===== src/rtl/i2c_rm_pkg.sv =====
package i2c_rm_pkg;
  localparam int BYTE_W  = 8;
  localparam int SENS_W  = 16;
  localparam int N_SRC   = 6;
  localparam int N_RANGE = 3;

  typedef enum logic [1:0] {ST_IDLE, ST_WRITE, ST_READ} bus_state_t;

  typedef enum logic [2:0] {
    SRC_LEFT  = 3'd0,
    SRC_RIGHT = 3'd1,
    SRC_FWD1  = 3'd2,
    SRC_BWD   = 3'd3,
    SRC_VOLT  = 3'd4,
    SRC_FWD2  = 3'd5,
    SRC_NONE  = 3'd7
  } src_t;

  // pointer values that launch a range channel, index = range_start bit
  localparam logic [BYTE_W-1:0] RANGE_LOAD [N_RANGE] = '{8'h05, 8'h07, 8'h0B};

  function automatic src_t map_src(input logic [BYTE_W-1:0] p);
    case (p)
      8'h01, 8'h02:               map_src = SRC_LEFT;
      8'h03, 8'h04:               map_src = SRC_RIGHT;
      8'h05, 8'h06, 8'h15, 8'h16: map_src = SRC_FWD1;
      8'h07, 8'h08, 8'h17, 8'h18: map_src = SRC_BWD;
      8'h09, 8'h0A:               map_src = SRC_VOLT;
      8'h0B, 8'h0C, 8'h19, 8'h1A: map_src = SRC_FWD2;
      default:                    map_src = SRC_NONE;
    endcase
  endfunction
endpackage


===== src/rtl/rm_read_path.sv =====
module rm_read_path
  import i2c_rm_pkg::*;
#(
  parameter int W  = SENS_W,
  parameter int NS = N_SRC
) (
  input  logic              clk,
  input  logic              rst,
  input  logic              fire,
  input  logic [BYTE_W-1:0] ptr,
  input  logic [NS*W-1:0]   sens_flat,
  output logic [BYTE_W-1:0] rd_byte,
  output logic              rd_hit
);
  src_t         sel;
  logic         is_hi;
  logic [W-1:0] src_word;
  logic [W-1:0] hold;
  int           idx;

  always_comb begin
    sel      = map_src(ptr);
    rd_hit   = (sel != SRC_NONE);
    is_hi    = ptr[0];
    idx      = rd_hit ? int'(sel) : 0;
    src_word = sens_flat[idx*W +: W];
    if (!rd_hit)    rd_byte = '0;
    else if (is_hi) rd_byte = src_word[W-1 -: BYTE_W];
    else            rd_byte = hold[BYTE_W-1:0];
  end

  // coherent pair read through the holding register
  always_ff @(posedge clk) begin
    if (rst)                         hold <= '0;
    else if (fire && rd_hit && is_hi) hold <= src_word;
  end
endmodule


===== src/rtl/rm_write_path.sv =====
module rm_write_path
  import i2c_rm_pkg::*;
#(
  parameter logic [BYTE_W-1:0] BOOT_REG = 8'hFF,
  parameter logic [BYTE_W-1:0] BOOT_KEY = 8'hA5,
  parameter int                NR       = N_RANGE
) (
  input  logic              clk,
  input  logic              rst,
  input  logic              fire,
  input  logic [BYTE_W-1:0] ptr,
  input  logic [BYTE_W-1:0] wbyte,
  output logic [BYTE_W-1:0] ptr_next,
  output logic              wr_ack,
  output logic [NR-1:0]     range_start,
  output logic              boot_req
);
  logic is_load;

  always_comb begin
    is_load  = (ptr == '0);
    wr_ack   = is_load;
    ptr_next = is_load ? wbyte : ptr + 8'd1;         // wraps at 0xFF
  end

  // one start pulse per range channel
  for (genvar g = 0; g < NR; g++) begin : g_range
    always_ff @(posedge clk) begin
      if (rst) range_start[g] <= 1'b0;
      else     range_start[g] <= fire && is_load && (wbyte == RANGE_LOAD[g]);
    end
  end


  always_ff @(posedge clk) begin
    if (rst)                          boot_req <= 1'b0;
    else if (fire && ptr == BOOT_REG) boot_req <= (wbyte == BOOT_KEY);
  end
endmodule


===== src/rtl/i2c_regmap_target.sv =====
module i2c_regmap_target
  import i2c_rm_pkg::*;
#(
  parameter logic [6:0]        TARGET_ADDR = 7'h29,
  parameter logic [BYTE_W-1:0] BOOT_REG    = 8'hFF,
  parameter logic [BYTE_W-1:0] BOOT_KEY    = 8'hA5
) (
  input  logic              clk,
  input  logic              rst,
  input  logic              ev_addr,
  input  logic              ev_data,
  input  logic              ev_req,
  input  logic              ev_idle,
  input  logic [BYTE_W-1:0] in_byte,
  input  logic [SENS_W-1:0] sens_left,
  input  logic [SENS_W-1:0] sens_right,
  input  logic [SENS_W-1:0] sens_fwd1,
  input  logic [SENS_W-1:0] sens_bwd,
  input  logic [SENS_W-1:0] sens_volt,
  input  logic [SENS_W-1:0] sens_fwd2,
  output logic              resp_valid,
  output logic              resp_ack,
  output logic [BYTE_W-1:0] resp_byte,
  output logic [N_RANGE-1:0] range_start,
  output logic              boot_req
);
  bus_state_t        state;
  logic [BYTE_W-1:0] ptr;
  logic              addr_match, wr_fire, rd_fire;
  logic [BYTE_W-1:0] rd_byte, ptr_next;
  logic              rd_hit, wr_ack;
  logic [N_SRC*SENS_W-1:0] sens_flat;

  // source order follows the src_t encoding
  assign sens_flat = {sens_fwd2, sens_volt, sens_bwd, sens_fwd1, sens_right, sens_left};

  always_comb begin
    addr_match = (in_byte[BYTE_W-1:1] == TARGET_ADDR);
    wr_fire    = !ev_idle && !ev_addr && ev_data && (state == ST_WRITE);
    rd_fire    = !ev_idle && ((ev_addr && addr_match && in_byte[0]) ||
                              (!ev_addr && ev_req && state == ST_READ));
  end

  rm_read_path #(.W(SENS_W), .NS(N_SRC)) u_rd (
    .clk(clk), .rst(rst), .fire(rd_fire), .ptr(ptr),
    .sens_flat(sens_flat), .rd_byte(rd_byte), .rd_hit(rd_hit)
  );

  rm_write_path #(.BOOT_REG(BOOT_REG), .BOOT_KEY(BOOT_KEY), .NR(N_RANGE)) u_wr (
    .clk(clk), .rst(rst), .fire(wr_fire), .ptr(ptr), .wbyte(in_byte),
    .ptr_next(ptr_next), .wr_ack(wr_ack), .range_start(range_start),
    .boot_req(boot_req)
  );

  always_ff @(posedge clk) begin
    if (rst) begin
      state      <= ST_IDLE;
      ptr        <= '0;
      resp_valid <= 1'b0;
      resp_ack   <= 1'b0;
      resp_byte  <= '0;
    end else begin
      resp_valid <= 1'b0;
      resp_ack   <= 1'b0;
      resp_byte  <= '0;
      if (ev_idle) begin
        state <= ST_IDLE;
      end else if (ev_addr) begin
        resp_valid <= 1'b1;
        if (!addr_match) begin
          state <= ST_IDLE;
        end else if (!in_byte[0]) begin
          state    <= ST_WRITE;
          ptr      <= '0;
          resp_ack <= 1'b1;
        end else begin
          state     <= ST_READ;
          resp_ack  <= rd_hit;
          resp_byte <= rd_byte;
          ptr       <= ptr + 8'd1;
        end
      end else if (wr_fire) begin
        resp_valid <= 1'b1;
        resp_ack   <= wr_ack;
        ptr        <= ptr_next;
      end else if (rd_fire) begin
        resp_valid <= 1'b1;
        resp_ack   <= rd_hit;
        resp_byte  <= rd_byte;
        ptr        <= ptr + 8'd1;
      end
    end
  end
endmodule


===== config.mk =====
export PLATFORM = sky130hd
export DESIGN_NAME = i2c_regmap_target
export DESIGN_NICKNAME = d
export VERILOG_FILES = /design/src/rtl/i2c_rm_pkg.sv /design/src/rtl/rm_read_path.sv /design/src/rtl/rm_write_path.sv /design/src/rtl/i2c_regmap_target.sv
export SDC_FILE = /design/constraint.sdc
export NUM_CORES = 1
export LEC_CHECK = 0
export BUFFER_PORTS_ARGS = -buffer_cell sky130_fd_sc_hd__buf_2
export CORE_MARGIN = 10
export CORE_UTILIZATION = 30
export CTS_CLUSTER_DIAMETER = 200
export DETAILED_ROUTE_END_ITERATION = 16
export PLACE_DENSITY = 0.65
export SYNTH_ARGS = -nofsm -noshare
export SYNTH_HDL_FRONTEND = slang
export SYNTH_HIERARCHICAL = 1
export SYNTH_SLANG_ARGS = --single-unit

===== constraint.sdc =====
create_clock -name clk -period 2.85 [get_ports clk]
set_input_delay 0.4275 -clock clk [delete_from_list [all_inputs] [get_ports clk]]
set_output_delay 0.4275 -clock clk [all_outputs]
set_load 0.1 [all_outputs]

==> reports/results.tsv <==
stage	metric	value	unit
yosys	sequential share of the synthesized area	20.2	%
die	die height	123	µm
sta	Slew @ Worst Pin	0.848	ns
worst_setup_path	slowest CP cell	o21ai_1	
die	core area	10300	µm²
worst_setup_path	CP max stage delay	0.68	ns
sta	slew margin rel.	43.1	%
global_routing	gr ovfl total	0	
place	gpl congestion	0.940	
detailed_routing	drt pass-1 iters	6	
yosys	Syn Nets	521	
clocking	CTS Buf Count	5	
yosys	Gate Count Post-Synth	404	
yosys	asr flop ratio synth	0	%
job	maxcap violations	0	
place	HPWL Detailed	9.82	mm
yosys	Seq cells post-synth	32	
global_routing	met1 Use GR	19.0	%
power_and_ir_drop	total power	1.03	mW
worst_hold_path	Tightest Hold Check Type	in -> reg	
worst_setup_path	CP Cell Sequence	inv_1 -> ha_1 -> ha_1 -> nand2_1 -> o21ai_1 -> or2_1 -> o21ai_1 -> o221ai_1 -> o221ai_1 -> and2_1	
sta	minimum clock period after layout	2.58	ns
sta	Slew Limit Fails	0	
detailed_routing	Routed Antenna Nets	0	
global_routing	total track usage	15.4	%
worst_setup_path	CP Class	reg -> reg	
die	row count	37	
detailed_routing	Total Routed Length	12.5	mm
global_routing	number of global-route vias before repair	3773	
global_routing	met3 Track Usage GR	4.13	%
global_routing	initial antenna violation count	0	
sta	RSZ-0062 raised after global routing	no	
die	IO Count	124	
sta	Tcrit/Tclk final	90.5	%
worst_setup_path	CP Capture Type	flop	
place	Port Buffers	123	
clocking	Max clock buf depth	2	
die	Die ar.	15100	µm²
clocking	H-tree levels	2	
sta	final hold vios	0	
layout	share of cells above drive strength 1	33.3	%
yosys	Mapped Area	3170	µm²
layout	Post-Layout Cell Count	662	
die	die width	123	µm
sta	setup TNS	0	ns
global_routing	met2 Use GR	25.1	%
layout	final core occ	39.2	%
layout	post-route cell area	4040	µm²
place	Placed Instances	655	
layout	Area Overhead vs Synth	27.6	%
clocking	CTS clock-pin slew for the worst setup and hold paths	0.07	ns
clocking	post-cts sizing count	0	
worst_setup_path	CP arrival	2.82	ns
sta	Final setup violation count	0	
layout	commonest cells after routing, fill and taps aside	buf_2, dfxtp_1, nand2_1, a21oi_1, nand3_1	
worst_setup_path	Crit Path Max Fanout	12	
global_routing	Top Usage Layer GRT	met2	
clocking	CTS Hold Bufs	0	
die	Initial Utilization	30.7	%
power_and_ir_drop	Leak	1.68	nW
detailed_routing	vias post-DR	3997	
yosys	main flop type after synthesis	dfxtp_1	
power_and_ir_drop	P per Cell Area	256	nW/µm²
layout	commonest non-fill, non-tap cell in the layout	buf_2	
clocking	clk_lat worst skew	0.29	ns
yosys	average cell area after synthesis	7.84	µm²
layout	Fillers	1072	
detailed_routing	drt wl/cell	18.9	µm
detailed_routing	# DRC	0	
run_status	run status	finished, final reports clean	
sta	final clock skew	0.0101	ns
yosys	Yosys cell types	74	
power_and_ir_drop	maximum vdd drop	0.177	mV
clocking	clock sink count	32	
layout	Nets	643	
detailed_routing	Via density	6.04	
clocking	CTS root buf	clkbuf_8	
yosys	Syn. warnings	6	
global_routing	largest net degree at the start of global routing	24	
clocking	# Post-CTS Setup Buffers	0	
worst_setup_path	CP Launch Type	flop	
sta	fmax	0.388	GHz
layout	n_diodes	0	
global_routing	global-route wire length before repair	19.1	mm
yosys	Post-synth EDFFs	0	
clocking	CTS tree	yes	
place	Cell Area, Placed	3950	µm²
worst_setup_path	worst path required time	3.09	ns
detailed_routing	DRT iter0 DRCs	504	
## flip-flops by register name, summed over array words and instances (netlist names)
name and flops:
resp_ack 1, resp_byte 8, ptr 8, u_wr/boot_req 1, state 2, u_rd/hold 8
resp_valid 1, u_wr/range_start 3
## final cells by class
class                           instances  area [µm²]  area share (%)
Multi-Input combinational cell        325        2300            56.9
Timing Repair Buffer                  143         766            18.9
Sequential cell                        32         641            15.8
Tap cell                              136         170            4.21
Clock buffer                            7        96.3            2.38
Inverter                               19        71.3            1.76
## logic make-up after synthesis
logic type / Yosys count / share of synthesized area, %
flops: 32 / 20.2
xor+xnor: 5 / 1.38
buf+inv: 47 / 7.34
mux: 3 / 1.11
simple gates: 145 / 28.0
fa+ha+maj: 7 / 2.76
compound gates: 165 / 39.2
## final timing paths
path	cells after the start	slack, ns	endpoint	from
worst min-delay path	2	0.36	u_wr/range_start[2]$_SDFF_PP0_	in_byte[2]
worst min register to register	2	0.47	u_wr/boot_req$_SDFFE_PP0P_	u_wr/boot_req$_SDFFE_PP0P_
worst max register to register	10	0.27	resp_byte[5]$_SDFF_PP0_	ptr[0]$_SDFFE_PP0P_
worst max-delay path	10	0.27	resp_byte[5]$_SDFF_PP0_	ptr[0]$_SDFFE_PP0P_
## where the power goes
group          switching [mW]  internal [mW]
logic                   0.103         0.0909
registers            0.000487          0.448
clock network           0.177          0.215
## per-layer routing
metal | wire length [µm] | share of wire [%] | vias up
li1 | - | - | 1856
met4 | 330 | 2.6 | 0
met3 | 1430 | 11 | 43
met2 | 5730 | 46 | 270
met5 | 0 | 0 | -
met1 | 5050 | 40 | 1828
## synth_stat cells, drive strengths merged (2+ instances only)
library cell / count / area share (%)
inv: 19 / 2.3
nor4: 3 / 1.1
nor3b: 5 / 1.7
a21o: 3 / 0.71
o21ai: 19 / 3.1
o32ai: 3 / 0.83
and2: 11 / 2.2
a32o: 8 / 2.5
a2111oi: 4 / 1.4
nand4: 10 / 2.2
ha: 7 / 2.8
mux2i: 2 / 0.75
clkbuf: 4 / 0.47
or3: 4 / 0.83
dfxtp: 32 / 20
nor4b: 2 / 0.55
a32oi: 8 / 2.2
nor2b: 6 / 1.4
o221ai: 13 / 3.6
a21boi: 2 / 0.47
nor3: 8 / 1.6
o21a: 9 / 2.1
xnor2: 4 / 1.1
a22oi: 7 / 1.7
nand3: 27 / 4.3
nand3b: 2 / 0.47
nand2: 30 / 3.7
a211oi: 9 / 2.6
and3: 13 / 2.6
a21oi: 30 / 5.0
or2: 2 / 0.40
a31oi: 9 / 1.8
and4bb: 2 / 0.79
nor2: 10 / 1.3
a221o: 7 / 2.2
o2111ai: 5 / 1.4
buf: 24 / 4.6
and4b: 2 / 0.63
nand4bb: 3 / 1.1
o31ai: 14 / 3.8
o31a: 3 / 0.83
o211ai: 8 / 1.9
## critical path, delay by kind of cell (launching register included)
kind,cells,cell delay [ns]
buffers and inverters,1,0.08
DFF,1,0.32
AOI/OAI and AO/OA,4,1.12
and+or+nand+nor,3,0.48
adders and majority gates,2,0.52
## through the flow
stage | worst slack, ns | hold WS (ns)
after detailed placement | 0.326 | 0.468
after floorplan | 0.188 | 0.445
final | 0.270 | 0.359
after global placement | 0.422 | 0.457
after CTS | 0.321 | 0.349
after global routing | 0.0406 | 0.354
Power figures use the tool's default switching activity.
